[src/rtl/plru_pkg.sv]
package plru_pkg;

  // Strobes from the control half to the storage half.
  typedef struct packed {
    logic wrEn;    // write the touched set this cycle
    logic clrSet;  // write zeros instead of the merged bits
  } plruStrobe_t;

endpackage

[src/rtl/plru_first_zero.sv]
module plru_first_zero #(
  parameter int WAYS = 4,
  localparam int WAYW = $clog2(WAYS)
) (
  input  logic [WAYS-1:0] usage,
  output logic [WAYW-1:0] idx,
  output logic            found
);

  // Priority encoder: the lowest zero wins, so scan from the top down.
  always_comb begin
    idx   = '0;
    found = 1'b0;
    for (int i = WAYS - 1; i >= 0; i--) begin
      if (!usage[i]) begin
        idx   = WAYW'(i);
        found = 1'b1;
      end
    end
  end

endmodule

[src/rtl/plru_ctrl.sv]
module plru_ctrl
  import plru_pkg::*;
#(
  parameter int WAYS = 4,
  localparam int WAYW = $clog2(WAYS)
) (
  input  logic            accValid,
  input  logic [WAYW-1:0] accWay,
  input  logic [WAYS-1:0] accBits,
  output plruStrobe_t     strobe
);

  logic [WAYS-1:0] wayMask;
  logic [WAYS-1:0] merged;
  logic            alreadySet;

  always_comb begin
    wayMask         = '0;
    wayMask[accWay] = 1'b1;
  end

  assign merged     = accBits | wayMask;
  assign alreadySet = |(accBits & wayMask);

  // A touch to a way that is already set changes nothing, so no write.
  // A touch that fills the set writes zeros.
  always_comb begin
    strobe.wrEn   = accValid && !alreadySet;
    strobe.clrSet = accValid && !alreadySet && (&merged);
  end

endmodule

[src/rtl/plru_usage_store.sv]
module plru_usage_store
  import plru_pkg::*;
#(
  parameter int WAYS = 4,
  parameter int SETS = 16,
  localparam int WAYW = $clog2(WAYS),
  localparam int SETW = $clog2(SETS)
) (
  input  logic            clk,
  input  logic            rstN,
  input  plruStrobe_t     strobe,
  input  logic [SETW-1:0] accSet,
  input  logic [WAYW-1:0] accWay,
  input  logic [SETW-1:0] vicSet,
  output logic [WAYS-1:0] accBits,
  output logic [WAYS-1:0] vicBits
);

  logic [WAYS-1:0] usageQ [SETS];
  logic [WAYS-1:0] wayMask;
  logic [WAYS-1:0] nextBits;

  always_comb begin
    wayMask         = '0;
    wayMask[accWay] = 1'b1;
  end

  assign nextBits = strobe.clrSet ? '0 : (accBits | wayMask);

  // One register row per set, each written only when the touch names it.
  for (genvar s = 0; s < SETS; s++) begin : g_set
    always_ff @(posedge clk or negedge rstN) begin
      if (!rstN) begin
        usageQ[s] <= '0;
      end else if (strobe.wrEn && (accSet == SETW'(s))) begin
        usageQ[s] <= nextBits;
      end
    end
  end

  // Two read ports: one for the touch, one for the victim request.
  assign accBits = usageQ[accSet];
  assign vicBits = usageQ[vicSet];

endmodule

[src/rtl/plru_victim_sel.sv]
module plru_victim_sel
  import plru_pkg::*;
#(
  parameter int WAYS = 4,
  parameter int SETS = 16,
  localparam int WAYW = $clog2(WAYS),
  localparam int SETW = $clog2(SETS)
) (
  input  logic            clk,
  input  logic            rstN,
  input  logic            accValid,
  input  logic [SETW-1:0] accSet,
  input  logic [WAYW-1:0] accWay,
  input  logic            vicReq,
  input  logic [SETW-1:0] vicSet,
  output logic [WAYW-1:0] vicWay,
  output logic            vicValid
);

  plruStrobe_t     strobe;
  logic [WAYS-1:0] accBits;
  logic [WAYS-1:0] vicBits;
  logic [WAYW-1:0] zeroIdx;
  logic            zeroFound;

  plru_ctrl #(.WAYS(WAYS)) uCtrl (
    .accValid (accValid),
    .accWay   (accWay),
    .accBits  (accBits),
    .strobe   (strobe)
  );

  plru_usage_store #(.WAYS(WAYS), .SETS(SETS)) uStore (
    .clk     (clk),
    .rstN    (rstN),
    .strobe  (strobe),
    .accSet  (accSet),
    .accWay  (accWay),
    .vicSet  (vicSet),
    .accBits (accBits),
    .vicBits (vicBits)
  );

  plru_first_zero #(.WAYS(WAYS)) uEnc (
    .usage (vicBits),
    .idx   (zeroIdx),
    .found (zeroFound)
  );

  assign vicWay   = vicReq ? zeroIdx : '0;
  assign vicValid = vicReq && zeroFound;

endmodule

[config.mk]
export PLATFORM = sky130hd
export DESIGN_NAME = plru_victim_sel
export DESIGN_NICKNAME = d
export VERILOG_FILES = /design/src/rtl/plru_pkg.sv /design/src/rtl/plru_first_zero.sv /design/src/rtl/plru_ctrl.sv /design/src/rtl/plru_usage_store.sv /design/src/rtl/plru_victim_sel.sv
export SDC_FILE = /design/constraint.sdc
export NUM_CORES = 1
export LEC_CHECK = 0
export BUFFER_PORTS_ARGS = -buffer_cell sky130_fd_sc_hd__buf_2
export CAP_MARGIN = 5
export CORE_AREA = 2 2 107 109
export DETAILED_ROUTE_END_ITERATION = 8
export DIE_AREA = 0 0 109 111
export PLACE_DENSITY = 0.66
export SYNTH_ARGS = -nofsm -noshare
export SYNTH_HDL_FRONTEND = slang
export SYNTH_SLANG_ARGS = --single-unit
[constraint.sdc]
create_clock -name clk -period 2.9 [get_ports clk]
set_clock_uncertainty 0.1 [all_clocks]
set_input_delay 0.29 -clock clk [delete_from_list [all_inputs] [get_ports clk]]
set_output_delay 0.29 -clock clk [all_outputs]
set_load 0.005 [all_outputs]
==> results of run 1 <==
[path summary, 6_finish.rpt]
check | from | endpoint | slack [ps] | depth (start not counted)
min | rstN | uStore.usageQ[43]$_DFFE_PN0P_ | 260 | 2
min in group clk | accSet[1] | uStore.usageQ[33]$_DFFE_PN0P_ | 360 | 3
max reg2reg | uStore.usageQ[39]$_DFFE_PN0P_ | uStore.usageQ[9]$_DFFE_PN0P_ | 230 | 5
min reg2reg | uStore.usageQ[4]$_DFFE_PN0P_ | uStore.usageQ[4]$_DFFE_PN0P_ | 420 | 1
max in group asynchronous | rstN | uStore.usageQ[24]$_DFFE_PN0P_ | 1690 | 3
max | uStore.usageQ[39]$_DFFE_PN0P_ | uStore.usageQ[9]$_DFFE_PN0P_ | 230 | 5
[power breakdown]
| group | leakage [nW] | total, mW | switching (mW) | internal (mW) |
|---|---|---|---|---|
| sequential | 0.822 | 1.52 | 0.308 | 1.21 |
| clock | 0.145 | 1.11 | 0.422 | 0.691 |
| combinational | 0.967 | 1.48 | 0.751 | 0.730 |
[metrics by stage]
stage | setup slack, ps | power (mW) | cell area, µm² | utilization
after floorplan | 208 | 2.51 | 4510 | -
after global routing | 104 | 4.31 | 5100 | 0.460
final | 226 | 4.11 | 5100 | 0.460
after CTS | 233 | 4.10 | 5100 | 0.460
after global placement | 21.1 | 2.93 | 4780 | 0.431
after detailed placement | -24.8 | 2.98 | 4780 | 0.431
[cell usage after synthesis, types with 6 or more instances]
master	n	area share
a32o_1	16	0.035
buf_2	10	0.011
buf_6	9	0.022
clkbuf_1	14	0.012
dfrtp_1	64	0.35
mux2_2	10	0.025
mux4_2	27	0.13
nand2_1	22	0.018
nand2b_1	6	0.0083
nand3_1	22	0.024
nor2_1	19	0.016
nor3_1	10	0.011
o31ai_1	77	0.13
o41ai_1	11	0.021
[kinds of logic after synthesis]
kind of cell | after synthesis
compound gates | 149
buf+inv | 43
flops | 64
mux | 48
simple gates | 95
[critical path, delay by kind of cell, from the launching register on]
| family | cells | cell delay (ps) |
|---|---|---|
| mux | 2 | 860 |
| simple gates | 1 | 440 |
| compound gates | 2 | 760 |
| flops | 1 | 390 |
[per-layer routing]
metal | track usage | vias up
met5 | 0 | -
met4 | 0.0966 | 0
met3 | 0.0723 | 37
met2 | 0.362 | 218
met1 | 0.335 | 1956
li1 | - | 1694
[what timing repair did]
| action | in CTS | in global routing |
|---|---|---|
| buffers inserted | 0 | 0 |
| endpoints found under the hold margin | 6 | 0 |
| hold buffers | 1 | 0 |
[final cells by class]
cell class / instances / area (µm²)
inverter: 4 / 15.0
clock inverter: 6 / 67.6
timing repair buffer: 42 / 340
multi-input combinational: 292 / 2650
clock buffer: 10 / 239
sequential: 64 / 1600
fill: 1003 / 5980
tap: 143 / 179
==> flow_summary_export.csv, run 1 <==
group,metric,value,unit
sta,hold_viol_final,0,
critical_path,cpPeakStageDelay,530,ps
synthesis,synthXorXnorAreaFrac,0,
floorplan,fp.dieH,111,µm
sta,final_max_slew_viol_count,0,
placed_design,place_inst,544,
sta,finalCritPeriodShare,0.922,
layout,final_cells,561,
global_route,grt_use_total,0.245,
synthesis,synth_compound_area_frac,0.282,
synthesis,synth_top_family_by_area,"compound AO/OA/AOI/OAI gates",
sta,hold_ws,262,ps
layout,antenna_cells,0,
synthesis,async_reset_ff_frac,1.00,
layout,final_common_cell,"o31ai_1",
synthesis,synth.avg_cell_area,11.3,µm²
clocking,ctsResizeCount,0,
sta,fmax,374,MHz
floorplan,initial_utilization,0.407,
global_route,grt_max_degree,49,
layout,largest-register,"uStore.usageQ",
placed_design,place_hpwl,10100,µm
route,route.met2.wl,6550,µm
synthesis,synth.yosys.seq_area_share,0.355,
placed_design,port_buffers,16,
global_route,antenna_found_initial,0,
pwr,max-vdd-ir-drop,0.000484,V
critical_path,worstPathArrival,2790,ps
critical_path,crit_path_top_delay_cell,"mux4_1",
route,drtIter0Drc,453,
layout,finalNetCount,427,
floorplan,rows,39,
layout,area_growth,13.0,%
route,wl_per_cell,24.8,µm
layout,top_regs,"uStore.usageQ (64)",
worst_hold_path,hold_path_class,"input port to async pin",
synthesis,synth_cells,399,
pwr,p_leak,1.93,nW
layout,largest_reg_flops,64,
global_route,grt_pass1_vias,3881,
synthesis,synth_edf_count,0,
job,maxCapViolCount,0,
route,top_layer,"met4",
clocking,clock_sinks,64,
sta,rsz0062_at_grt,"no",
synthesis,syn_area,4510,µm²
clocking,clk_pin_slew,60,ps
layout,layout_common_cells,"77 x o31ai_1, 64 x dfrtp_1, 27 x mux4_2, 22 x nand2_1, 22 x nand3_1",
critical_path,path_class,"register to register",
critical_path,endpoint_kind,"register",
critical_path,cp.required,3020,ps
clocking,cts-root-buf,"clkbuf_16",
synthesis,synthFlopType,"dfrtp_1",
synthesis,synth_fa_ha_area_frac,0,
global_route,grt_pass1_wl,22100,µm
sta,tns,0,ps
synthesis,synthMuxAreaShare,0.200,
layout,layout-drive-gt1-share,0.285,
floorplan,fp.dieW,109,µm
clocking,clock_latency,340,ps
sta,relSlewSlack,0.290,
clocking,cts_max_level,3,
pwr,power_density,807,nW/µm²
synthesis,ys_seq_elements,64,
route,drc_errors,0,
critical_path,crit_path_max_fanout,16,
clocking,cts_tree,"done",
route,drt-met1-wl,5650,µm
floorplan,num_io_pins,17,
route,drt-pass1-iter-count,5,
floorplan,die_area,12100,µm²
synthesis,yosys.area_share.simple,0.105,
synthesis,yosys_warnings,0,
sta,setup_viol,0,
route,routed_via_density,6.96,
status,outcome,"completed",
sta,min_period,2670,ps
route,vias,3905,
floorplan,coreArea,11100,µm²
synthesis,ys_types,58,
global_route,grt_overflow,0,
placed_design,routabilityCongestion,0.920,
critical_path,cp-start-kind,"register",
critical_path,path_cells,"mux4_1, mux2_4, o22a_4, and3_1, o41ai_1",
clocking,cts_inserted_buffers,9,
route,ant_nets,0,
synthesis,synth_nets,413,
route,wl_met3,1330,µm
route,drt-total-wl,13900,µm
clocking,clock_path_buffers,2,
sta,tightestPinTransition,1060,ps
(Power assumes the default switching activity.)
==> run 2: changes to the inputs <==
RECOVER_POWER = 100   (was not set)
==> run 2 against run 1 <==
Critical path depth rose by 3; core utilization down 0.43 points; worst hold slack improved by 100 ps; count of clock-buffer cells in the layout did not move; non-clock buffer count stayed put; via count grew 0.51%; combinational power is essentially flat; global-route usage unchanged; critical path type unchanged.
==> flow_summary_export.csv, run 2 (synthesis results as in run 1) <==
group,metric,value,unit
status,outcome,"completed",
placed_design,place_inst,544,
clocking,cts_max_level,3,
sta,tightestPinTransition,1160,ps
layout,largest-register,"uStore.usageQ",
clocking,clk_pin_slew,60,ps
floorplan,initial_utilization,0.407,
floorplan,die_area,12100,µm²
clocking,clock_path_buffers,2,
sta,rsz0062_at_grt,"no",
pwr,p_leak,1.91,nW
clocking,clock_sinks,64,
route,vias,3925,
sta,tns,0,ps
sta,setup_viol,0,
route,drt-total-wl,13900,µm
global_route,grt_pass1_vias,3881,
critical_path,cp.required,3020,ps
critical_path,endpoint_kind,"register",
clocking,cts_setup_buffers,0,
critical_path,path_class,"register to register",
route,drtIter0Drc,493,
critical_path,worstPathArrival,2830,ps
placed_design,port_buffers,16,
sta,fin_ws,198,ps
global_route,antenna_found_initial,0,
critical_path,cpPeakStageDelay,500,ps
clocking,ctsResizeCount,0,
floorplan,coreArea,11100,µm²
layout,final_cells,561,
global_route,grt_pass1_wl,22100,µm
layout,largest_reg_flops,64,
pwr,finalPower,4.09,mW
sta,final_max_slew_viol_count,0,
route,drt-pass1-iter-count,6,
placed_design,place_hpwl,10100,µm
clocking,cts_tree,"done",
layout,stdcell_area,5050,µm²
pwr,max-vdd-ir-drop,0.000485,V
job,maxCapViolCount,0,
global_route,grt_overflow,0,
global_route,grt_use_total,0.245,
route,drc_errors,0,
critical_path,path_cells,"mux4_1, mux2i_1, buf_4, nor2_1, o311ai_1, buf_12, nand3_1, a32o_1",
critical_path,crit_path_max_fanout,16,
layout,layout-drive-gt1-share,0.266,
layout,layout_common_cells,"78 x o31ai_1, 64 x dfrtp_1, 27 x mux4_2, 22 x nand2_1, 22 x nand3_1",
sta,fmax,370,MHz
layout,finalNetCount,427,
pwr,power_density,809,nW/µm²
route,wl_per_cell,24.7,µm
floorplan,rows,39,
worst_hold_path,hold_path_class,"input port to register",
route,routed_via_density,7.00,
placed_design,routabilityCongestion,0.920,
floorplan,num_io_pins,17,
floorplan,fp.dieH,111,µm
critical_path,cp-start-kind,"register",
sta,hold_viol_final,0,
clocking,cts-root-buf,"clkbuf_16",
layout,antenna_cells,0,
layout,final_common_cell,"o31ai_1",
clocking,clock_latency,340,ps
sta,min_period,2700,ps
layout,top_regs,"uStore.usageQ (64)",
critical_path,crit_path_top_delay_cell,"mux4_1",
global_route,grt_max_degree,49,
floorplan,fp.dieW,109,µm
placed_design,dp_slack,-24.8,ps
sta,relSlewSlack,0.228,
clocking,cts_inserted_buffers,9,
sta,finalCritPeriodShare,0.932,
layout,area_growth,11.9,%
route,ant_nets,0,
placed_design,dpl_cell_area,4780,µm²
==> run 2: critical path: cells and delay by family, from the launching register on <==
kind / cells / cell delay (ps)
buf+inv: 2 / 400
compound gates: 2 / 690
simple gates: 2 / 260
mux: 2 / 730
flops: 1 / 400
==> run 2: final timing paths <==
kind,start,end,slack (ps),cells after the start
max in group asynchronous,rstN,uStore.usageQ[59]$_DFFE_PN0P_,820,3
hold / removal,accSet[1],uStore.usageQ[33]$_DFFE_PN0P_,360,3
setup reg to reg,uStore.usageQ[40]$_DFFE_PN0P_,uStore.usageQ[56]$_DFFE_PN0P_,200,8
setup / recovery,uStore.usageQ[40]$_DFFE_PN0P_,uStore.usageQ[56]$_DFFE_PN0P_,200,8
hold reg to reg,uStore.usageQ[4]$_DFFE_PN0P_,uStore.usageQ[4]$_DFFE_PN0P_,420,1
min in group asynchronous,rstN,uStore.usageQ[43]$_DFFE_PN0P_,400,2
==> run 2: final cells by class <==
| cell class | count | area (µm²) |
|---|---|---|
| tap | 143 | 179 |
| sequential | 64 | 1600 |
| timing repair buffer | 42 | 330 |
| clock buffer | 10 | 239 |
| multi-input combinational | 292 | 2620 |
| clock inverter | 6 | 67.6 |
| fill | 1011 | 6030 |
| inverter | 4 | 15.0 |
==> run 2: metal layers <==
layer,track usage,vias up,wire length (µm)
met4,0.0966,0,357
met2,0.362,238,6560
li1,-,1694,-
met5,0,-,0
met1,0.335,1955,5570
met3,0.0723,38,1400
==> run 2: stage by stage <==
stage | hold slack, ps | utilization
3_5_place_dp | 77.9 | 0.431
5_1_grt | 415 | 0.456
2_1_floorplan | -106 | -
3_3_place_gp | 70.5 | 0.431
4_1_cts | 256 | 0.460
6_report | 363 | 0.456
==> run 2: power breakdown <==
part	total (mW)	leakage, nW	switching, mW	internal (mW)
combinational	1.46	0.940	0.743	0.718
sequential	1.52	0.822	0.305	1.21
clock	1.11	0.145	0.418	0.691
total	4.09	1.91	1.47	2.62
==> run 2: timing repair <==
action	in CTS	in global routing
endpoints found under the hold margin	6	0
setup endpoints to repair	0	0
hold buffers	1	0
